### config.mk
export PLATFORM = sky130hd
export DESIGN_NAME = thr_empty_ctrl
export DESIGN_NICKNAME = d
export VERILOG_FILES = /design/src/rtl/thr_empty_pkg.sv /design/src/rtl/thr_delay_timer.sv /design/src/rtl/thr_empty_ctrl.sv
export SDC_FILE = /design/constraint.sdc
export NUM_CORES = 1
export LEC_CHECK = 0
export ABC_AREA = 0
export BUFFER_PORTS_ARGS = -buffer_cell sky130_fd_sc_hd__buf_2
export CORE_ASPECT_RATIO = 1.1
export CORE_MARGIN = 2
export CORE_UTILIZATION = 45
export CTS_BUF_LIST = sky130_fd_sc_hd__clkbuf_2
export CTS_CLUSTER_DIAMETER = 100
export CTS_CLUSTER_SIZE = 28
export DETAILED_ROUTE_END_ITERATION = 8
export HOLD_SLACK_MARGIN = 0.08
export PLACE_DENSITY_LB_ADDON = 0.12
export RECOVER_POWER = 100
export SYNTH_ARGS = -nofsm -noshare
export SYNTH_HDL_FRONTEND = slang
export SYNTH_SLANG_ARGS = --single-unit
### constraint.sdc
create_clock -name clk -period 1.9 [get_ports clk]
set_input_delay 0.285 -clock clk [delete_from_list [all_inputs] [get_ports clk]]
set_output_delay 0.285 -clock clk [all_outputs]
set_load 0.02 [all_outputs]
### src/rtl/thr_empty_pkg.sv
package thr_empty_pkg;
    typedef struct packed {
        logic thre;
        logic irq;
        logic seen_two;
        logic fen;
    } ctl_t;

    typedef struct packed {
        logic       busy;
        logic [7:0] cnt;
    } tmr_t;
endpackage

### src/rtl/thr_delay_timer.sv
module thr_delay_timer #(
    parameter int DELAY_TICKS = 9
) (
    input  logic clk,
    input  logic rst_n,
    input  logic arm,
    input  logic clear,
    input  logic tick,
    input  logic early,
    output logic done
);
    import thr_empty_pkg::*;
    localparam logic [7:0] LAST = 8'(DELAY_TICKS - 1);

    tmr_t st_d, st_q;

    always_comb begin
        done = st_q.busy && (early || (tick && st_q.cnt == LAST));
        st_d = st_q;
        if (clear || done) begin
            st_d.busy = 1'b0;
            st_d.cnt  = '0;
        end else if (!st_q.busy && arm) begin
            st_d.busy = 1'b1;
            st_d.cnt  = '0;
        end else if (st_q.busy && tick) begin
            st_d.cnt = st_q.cnt + 8'd1;
        end
    end

    always_ff @(posedge clk or negedge rst_n) begin
        if (!rst_n) st_q <= '0;
        else        st_q <= st_d;
    end
endmodule

### src/rtl/thr_empty_ctrl.sv
module thr_empty_ctrl #(
    parameter int DEPTH       = 16,
    parameter int DELAY_TICKS = 9,
    localparam int CNT_W      = $clog2(DEPTH + 1)
) (
    input  logic             clk,
    input  logic             rst_n,
    input  logic             wr_tx,
    input  logic [CNT_W-1:0] tx_count,
    input  logic             stop_start,
    input  logic             bit_tick,
    input  logic             fifo_en,
    input  logic             thre_ien,
    input  logic             iid_rd,
    output logic             thre_o,
    output logic             irq_o
);
    import thr_empty_pkg::*;

    ctl_t c_d, c_q;
    logic empty_now, arm_slow, tmr_done, set_ev;

    assign empty_now = !c_q.thre && (tx_count == '0) && !wr_tx;
    assign arm_slow  = empty_now && !c_q.seen_two;

    thr_delay_timer #(.DELAY_TICKS(DELAY_TICKS)) u_tmr (
        .clk   (clk),
        .rst_n (rst_n),
        .arm   (arm_slow),
        .clear (wr_tx || c_q.thre),
        .tick  (bit_tick),
        .early (stop_start),
        .done  (tmr_done)
    );

    always_comb begin
        c_d = c_q;
        c_d.fen = fifo_en;
        if (tx_count >= CNT_W'(2)) c_d.seen_two = 1'b1;
        set_ev = 1'b0;
        if (wr_tx) begin
            c_d.thre = 1'b0;
        end else if (empty_now && (c_q.seen_two || tmr_done)) begin
            c_d.thre = 1'b1;
            set_ev   = 1'b1;
        end
        if (set_ev) c_d.seen_two = 1'b0;
        if (wr_tx || iid_rd) begin
            c_d.irq = 1'b0;
        end else if (thre_ien && (set_ev || (c_q.thre && fifo_en != c_q.fen))) begin
            c_d.irq = 1'b1;
        end
    end

    always_ff @(posedge clk or negedge rst_n) begin
        if (!rst_n) c_q <= '{thre: 1'b1, irq: 1'b0, seen_two: 1'b0, fen: 1'b0};
        else        c_q <= c_d;
    end

    assign thre_o = c_q.thre;
    assign irq_o  = c_q.irq && thre_ien;
endmodule

# After elaboration in Yosys (flattened, before gate mapping)
# Cells that the tools add are included.
# classes
n_reduce_logical	27
muxes	12
addsub	1
order_cmp	1
n_eq_ne	2
# ops
cell	n
8-bit two-way mux	2
1-bit logical AND	11
1-bit two-way mux	9
9-bit two-way mux	1
8-bit by 1-bit adder with 8-bit output (second input constant)	1
8-bit by 4-bit == test with 1-bit output (second input constant)	1
2-bit nonzero test	4
1-bit logical OR	6
5-bit by 2-bit greater-or-equal comparator with 1-bit output (second input constant)	1
5-bit logical NOT	1
1-bit logical NOT	4
3-bit nonzero test	1
1-bit != test	1
# totals
inputBits	13
elab_cells	49
regBits	13
out_inout_bits	2

# Depth between registers and ports, before layout
# Gate-level depths: netlist (run 1).
# depth
ltp_word	12
mapped_depth	5
mapped_depth_nobuf	5

# By module
# Synthesis (run 1) repeated with hierarchy kept, for this count alone.
# unflattened
hier_cells	74
area_unflattened_um2	777.0
# modules_own_cells
module	cells_per_inst	instances	area_each_um2	seq_area_each_um2
thr_delay_timer	56	1	561.8	225.2
thr_empty_ctrl	18	1	215.2	101.3

# Worst setup path before layout (run 1)
# Ideal clock, no wire load.
# synth_timing
path_kind	register to register
start	reg u_tmr.st_q[2] in the netlist's numbering
end	reg u_tmr.st_q[0] in the netlist's numbering
n_path_buf	0
synth_period_minus_slack_ns	1.383
stages_incl_launch_ff	5
setup_ns	0.132
arrival_time_ns	1.251
t_required_ns	1.768
path_slack_ns	0.517
path_cell_list	dfrtp_1 -> nor4b_2 -> a41oi_1 -> o211ai_2 -> nor2_1
# synth_between
elab_chain_len	6
word_cells_on_any_way	7
classes_between	eq/ne (1); mux (1); reduce/logical (5)
# synth_lines
element	line_no	text
start: declaration	thr_delay_timer.sv:15	tmr_t st_d, st_q;
start signal: assignment	thr_delay_timer.sv:33	else st_q <= st_d;
8-bit by 4-bit == test with 1-bit output (*)	thr_delay_timer.sv:18	done = st_q.busy && (early || (tick && st_q.cnt == LAST));
1-bit logical AND (*)	thr_delay_timer.sv:18	
1-bit logical OR (*)	thr_delay_timer.sv:18	
1-bit logical AND (*)	thr_delay_timer.sv:18	
1-bit logical OR (*)	thr_delay_timer.sv:20	if (clear || done) begin
3-bit nonzero test (no source line) or 9-bit two-way mux (tied branches)	n/a	
# Every way passes the cells marked *; elsewhere a longest branch is shown, timed or not.
# A chain may end at the register's enable or synchronous reset.

# Worst setup path after layout (run 1)
# layout_timing
start	reg u_tmr.st_q[2] in the netlist's numbering
end	reg u_tmr.st_q[3] in the netlist's numbering
# layout_between
elab_chain_len	6
word_cells_on_any_way	10
classes_between	add/sub (1); eq/ne (1); mux (3); reduce/logical (5)
# layout_lines
element
parallel branches: the longest is 6 deep, another holds 8-bit by 1-bit adder with 8-bit output
# Parallel ways; which one is timed is not known. The select of a mux whose other input is x is not followed.

==> results of run 1 <==
## metrics by stage
stage                     instance area (um2)  power, mW  util [%]  setup WS (ns)
after CTS                                 798      0.468      57.7          0.302
after detailed placement                  768      0.320      55.5          0.338
after global placement                    768      0.319      55.5          0.376
after floorplan                           678      0.296         -          0.517
final                                     793      0.458      57.3          0.311
after global routing                      793      0.479      57.3          0.165
## critical path, cell delays in order, from the launching register on
cell	delay, ns
dfrtp_1	0.47
nor4b_2	0.34
a41oi_1	0.19
o211ai_2	0.38
nor2_1	0.09
## cells by family after synthesis
logic type      Yosys count  share of synthesized area [%]
compound gates           10                           11.1
xor+xnor                  8                           10.3
fa+ha+maj                 2                           3.69
buf+inv                   6                           3.32
flops                    13                           48.2
simple gates             31                           23.4
## placed cells by master, fill, tap and decap left out, drive strengths merged
cell / instances
dlygate4sd3: 1
clkbuf: 7
a41oi: 2
o211ai: 1
o22ai: 1
nor2: 14
buf: 10
nor4b: 1
and2: 1
or3b: 1
nand4: 2
clkinv: 1
ha: 2
o221a: 1
xor2: 5
dfstp: 1
nor4: 1
a21o: 1
or2: 1
xnor2: 3
dfrtp: 12
o21ai: 2
a21oi: 2
nor3: 1
inv: 6
and4: 1
nand2: 4
nand3b: 1
nand3: 3
## layer usage
metal  vias up  track usage [%]
met2         9             24.7
met1       239             20.1
met3         4             2.96
met5         -                0
li1        278                -
met4         0             10.0
## worst max path at each step
stage | start | endpoint | depth (start not counted)
after global routing | u_tmr.st_q[2]$_DFFE_PN0P_ | u_tmr.st_q[3]$_DFFE_PN0P_ | 4
after global placement | u_tmr.st_q[2]$_DFFE_PN0P_ | u_tmr.st_q[7]$_DFFE_PN0P_ | 4
final | u_tmr.st_q[2]$_DFFE_PN0P_ | u_tmr.st_q[3]$_DFFE_PN0P_ | 4
after CTS | u_tmr.st_q[2]$_DFFE_PN0P_ | u_tmr.st_q[3]$_DFFE_PN0P_ | 4
after floorplan | u_tmr.st_q[2]$_DFFE_PN0P_ | u_tmr.st_q[0]$_DFFE_PN0P_ | 4
after detailed placement | u_tmr.st_q[2]$_DFFE_PN0P_ | u_tmr.st_q[5]$_DFFE_PN0P_ | 4
## registers in the layout, summed over array words and instances, names as in the netlist
register / count
u_tmr.st_q: 9
c_q: 3
thre_o: 1
## power by group
part,total [mW],leakage (nW),internal [mW],switching [mW]
clock network,0.143,0.0164,0.0476,0.0957
logic,0.0342,0.176,0.0143,0.0199
registers,0.280,0.171,0.279,0.00133
total,0.458,0.363,0.341,0.117
## cell type report
| type | count | area share [%] |
|---|---|---|
| Clock buffer | 3 | 1.89 |
| Clock inverter | 1 | 0.631 |
| Sequential cell | 13 | 41.2 |
| Inverter | 6 | 2.84 |
| Tap cell | 16 | 2.52 |
| Multi-Input combinational cell | 51 | 41.5 |
| Timing Repair Buffer | 15 | 9.46 |
## synth_stat cells
| cell type | count |
|---|---|
| o221a_2 | 1 |
| nor2_1 | 14 |
| nand2_1 | 4 |
| nand3b_1 | 1 |
| dfrtp_1 | 12 |
| and2_1 | 1 |
| nand3_1 | 3 |
| inv_1 | 6 |
| a21oi_1 | 2 |
| xor2_1 | 5 |
| o22ai_1 | 1 |
| a21o_1 | 1 |
| a41oi_1 | 2 |
| and4_1 | 1 |
| xnor2_1 | 3 |
| or3b_1 | 1 |
| nor4_1 | 1 |
| or2_2 | 1 |
| nand4_1 | 2 |
| o21ai_0 | 2 |
| nor4b_2 | 1 |
| nor3_1 | 1 |
| dfstp_2 | 1 |
| o211ai_2 | 1 |
| ha_1 | 2 |
## repair_timing
action	in CTS	in global routing
endpoints found under the hold margin	12	0
endpoints found under the setup margin	0	0
buffers inserted	0	0
hold buffers	1	0
==> metrics.md, run 1 <==
| Metric | Value |
|---|---|
| Row Count | 14 |
| CTS root buf | clkbuf_2 |
| Register area | 327 um2 |
| HPWL Detailed | 957 um |
| Reg2Reg Capture Point | u_tmr.st_q[3]$_DFFE_PN0P_ |
| Antenna Diode Count | 0 |
| Placed cells | 100 |
| Hold path start | fifo_en |
| Total negative slack | 0 ns |
| # setup viols final | 0 |
| Largest net degree at the start of global routing | 14 |
| Drt drc | 0 |
| Antenna Nets Post-Route | 0 |
| Fin nets | 105 |
| Share of cells above drive strength 1 | 20.2% |
| Wire length on met2 | 602 um |
| Number of I/O port buffers | 14 |
| Synth area leader | dfrtp_1 |
| WL met1 | 572 um |
| Fmax | 629 MHz |
| Largest buffer count on any clock path | 2 |
| Synthesized area | 678 um2 |
| Fin. Hold Viols | 0 |
| CTS resizes | 0 |
| Leak pwr | 0.363 nW |
| Global-route wire length before repair | 1.94 mm |
| Outcome | finished clean |
| Synth top area share | 44.3% |
| Initial antenna violation count | 0 |
| Least-Margin Pin Slew | 0.696 ns |
| H-tree depth | 1 |
| R2R cell count | 4 |
| Layout area overhead | 17.0% |
| Clock Latency Late Sink | 0.28 ns |
| Footprint of the multi-input gates | 329 um2 |
| Total Wirelength | 1.23 mm |
| Mapped Cells | 70 |
| Non-Filler Instances | 105 |
| Crit-path max FO | 8 |
| # IOs | 15 |
| Core box area | 1380 um2 |
| Synth warn | 0 |
| Syn_area_per_cell | 9.69 um2 |
| CP Launch Type | register |
| R2R setup slack | 0.31 ns |
| Die X | 41.0 um |
| Vias in the first global route | 497 |
| GPL Wtd Cong | 0.732 |
| Iter 0 DRT Violations | 16 |
| Pre-Repair DR Iteration Count | 4 |
| Register bit total from synthesis | 13 |
| Max layer used | met4 |
| Worst Setup End Kind | register |
| Critical Setup Path Class | reg2reg |
| Vias | 530 |
| Req. time, crit path | 2.06 ns |
| Filler cells | 134 |
| All-layer global routing usage | 16.1% |
| Worst clock skew | 0.00880 ns |
| Largest cells by area after synthesis | dfrtp_1 44%, nor2_1 7.7%, xor2_1 6.5% |
| Fin crit share | 83.6% |
| Setup repair after global routing missed its margin | false |
| Reg2reg start | u_tmr.st_q[2]$_DFFE_PN0P_ |
| Max-Cap Viols | 0 |
| Worst vdd ir | 292 uV |
| CTS Sinks | 13 |
| Crit path time final | 1.59 ns |
| Initial Util | 49.0% |
| Hold depth | 1 |
| Syn_nets | 85 |
| Reg clk slew, reported paths | 0.14 ns |
| Hold slack | 0.136 ns |
| Met3 wire length | 37 um |
| Die area | 1830 um2 |
| CTS tree | yes |
| Slew Viols, Final | 0 |
| Vias per cell | 5.05 |
| P per Cell Area | 577 nW/um2 |
| TritonCTS buffer count | 3 |
| Min-Delay Endpoint | c_q[0]$_DFF_PN0_ |
| Routed len/inst | 11.7 um |
| Rel. slew slack | 53.6% |
| Sequential fraction of the synthesis area | 48.2% |
| Distinct cell type count after synthesis | 25 |
| Die height | 44.7 um |
| Worst Path Arrival | 1.75 ns |
| Remaining Overflow, GRT | 0 |
| Hold WC Path Type | in2reg |
(Power assumes the default switching activity.)
==> inputs of run 2 (changes only) <==
clock period = 1.66 ns   (was 1.9 ns; I/O delays follow)
==> metrics.md, run 2 (synthesis results as in run 1) <==
| Metric | Value |
|---|---|
| Clock Latency Late Sink | 0.27 ns |
| H-tree depth | 1 |
| Least-Margin Pin Slew | 0.674 ns |
| Rel. slew slack | 55.0% |
| Die X | 41.0 um |
| CTS Sinks | 13 |
| Leak pwr | 0.374 nW |
| # IOs | 15 |
| Worst Setup End Kind | register |
| Hold path start | fifo_en |
| Layout area overhead | 19.2% |
| Fin. Hold Viols | 0 |
| Met3 Resource Use GR | 2.96% |
| Antenna Nets Post-Route | 0 |
| Met2 GRT Util | 26.9% |
| Total chip power | 0.530 mW |
| Setup repair after global routing missed its margin | false |
| Met1 Resource Use GR | 22.0% |
| Critical Setup Path Class | reg2reg |
| Max-Cap Viols | 0 |
| Die height | 44.7 um |
| Filler cells | 131 |
| Global-route wire length before repair | 2.13 mm |
| GPL Wtd Cong | 0.702 |
| Hold depth | 1 |
| GR peak layer | met2 |
| R2R cell count | 5 |
| Worst vdd ir | 347 uV |
| Drt drc | 0 |
| Iter 0 DRT Violations | 8 |
| Worst clock skew | 0.0104 ns |
| Number of flip-flops in the largest register | 9 |
| Antenna Diode Count | 0 |
| Vias | 566 |
| Initial Util | 49.0% |
| Req. time, crit path | 1.82 ns |
| Row Count | 14 |
| Worst Path Buf+Inv | 1 |
| Vias in the first global route | 524 |
| Pre-Repair DR Iteration Count | 4 |
| CTS resizes | 0 |
| Routed len/inst | 12.2 um |
| All-layer global routing usage | 17.1% |
| Fmax | 670 MHz |
| Slew Viols, Final | 0 |
| Slowest stage delay, CP | 0.42 ns |
| Crit path time final | 1.49 ns |
| Total negative slack | 0 ns |
| Crit-path slowest cell | dfrtp_1 |
| HPWL Detailed | 981 um |
| Vias per cell | 5.29 |
| Outcome | finished clean |
| P per Cell Area | 656 nW/um2 |
| Reg clk slew, reported paths | 0.14 ns |
| Fin crit share | 89.9% |
| CTS root buf | clkbuf_2 |
| Crit-path max FO | 8 |
| Hold WC Path Type | in2reg |
| Crit-path cells | nor4b_2 > a41oi_1 > o211ai_2 > buf_4 > nor2_1 |
| Largest net degree at the start of global routing | 14 |
| Die area | 1830 um2 |
| Worst Path Arrival | 1.66 ns |
| Worst Setup SP | u_tmr.st_q[2]$_DFFE_PN0P_ |
| Fin nets | 107 |
| Total Wirelength | 1.31 mm |
| CP Launch Type | register |
| Cell depth of the worst setup path | 5 |
| Largest Register | u_tmr.st_q |
| # setup viols final | 0 |
| Initial antenna violation count | 0 |
| Most frequent cells in the layout | 14 x nor2_1, 12 x dfrtp_1, 10 x buf_2 |
| TritonCTS buffer count | 3 |
| Core box area | 1380 um2 |
| Largest buffer count on any clock path | 2 |
| Number of I/O port buffers | 14 |
| Remaining Overflow, GRT | 0 |
| Most common cell after layout, fill and taps aside | nor2_1 |
| Reg2reg start | u_tmr.st_q[2]$_DFFE_PN0P_ |
| Share of cells above drive strength 1 | 22.0% |
| CP top delay family | flip-flops |
| CTS tree | yes |
run 2: through the flow:
stage / instance area (um2) / instances / util (%) / hold WS (ns) / setup slack (ns)
2_1_floorplan: 678 / 70 / - / -0.0466 / 0.277
3_3_place_gp: 776 / 101 / 56.1 / 0.153 / 0.185
3_5_place_dp: 776 / 101 / 56.1 / 0.150 / 0.121
4_1_cts: 806 / 106 / 58.2 / 0.0920 / 0.101
5_1_grt: 808 / 107 / 58.4 / 0.0938 / 0.0466
6_report: 808 / 107 / 58.4 / 0.105 / 0.168
run 2: report_power, final:
part | switching [mW] | leakage, nW | internal [mW] | total, mW
registers | 0.00171 | 0.171 | 0.319 | 0.321
logic | 0.0236 | 0.187 | 0.0182 | 0.0418
clock network | 0.104 | 0.0166 | 0.0639 | 0.168
run 2: worst paths after layout:
check,end,slack [ns]
worst max-delay path,u_tmr.st_q[3]$_DFFE_PN0P_,0.17
worst min-delay path,c_q[0]$_DFF_PN0_,0.11
worst max register to register,u_tmr.st_q[3]$_DFFE_PN0P_,0.17
worst min register to register,thre_o$_DFFE_PN1P_,0.57
max in group asynchronous,c_q[1]$_DFFE_PN0P_,0.72
min in group asynchronous,u_tmr.st_q[2]$_DFFE_PN0P_,0.51
run 2: area by class of cell:
type                    count  area [um2]  area share (%)
clock buffers               4        20.0            2.48
flip-flops and latches     13         327            40.4
inverters                   6        22.5            2.79
repair buffers             17        90.1            11.1
well taps                  16        20.0            2.48
multi-input cells          51         329            40.7
run 2: layer usage:
layer / vias up / part of all wire [%] / routed length, um
met5: - / 0 / 0
met4: 0 / 0.69 / 9
met3: 2 / 2.3 / 30
met2: 10 / 50 / 659
met1: 270 / 47 / 611
li1: 284 / - / -
run 2: what timing repair did:
item                       in CTS  in global routing
hold endpoints to repair       12                  0
setup endpoints to repair       0                  8
buffers inserted                0                  1
hold buffers                    1                  0
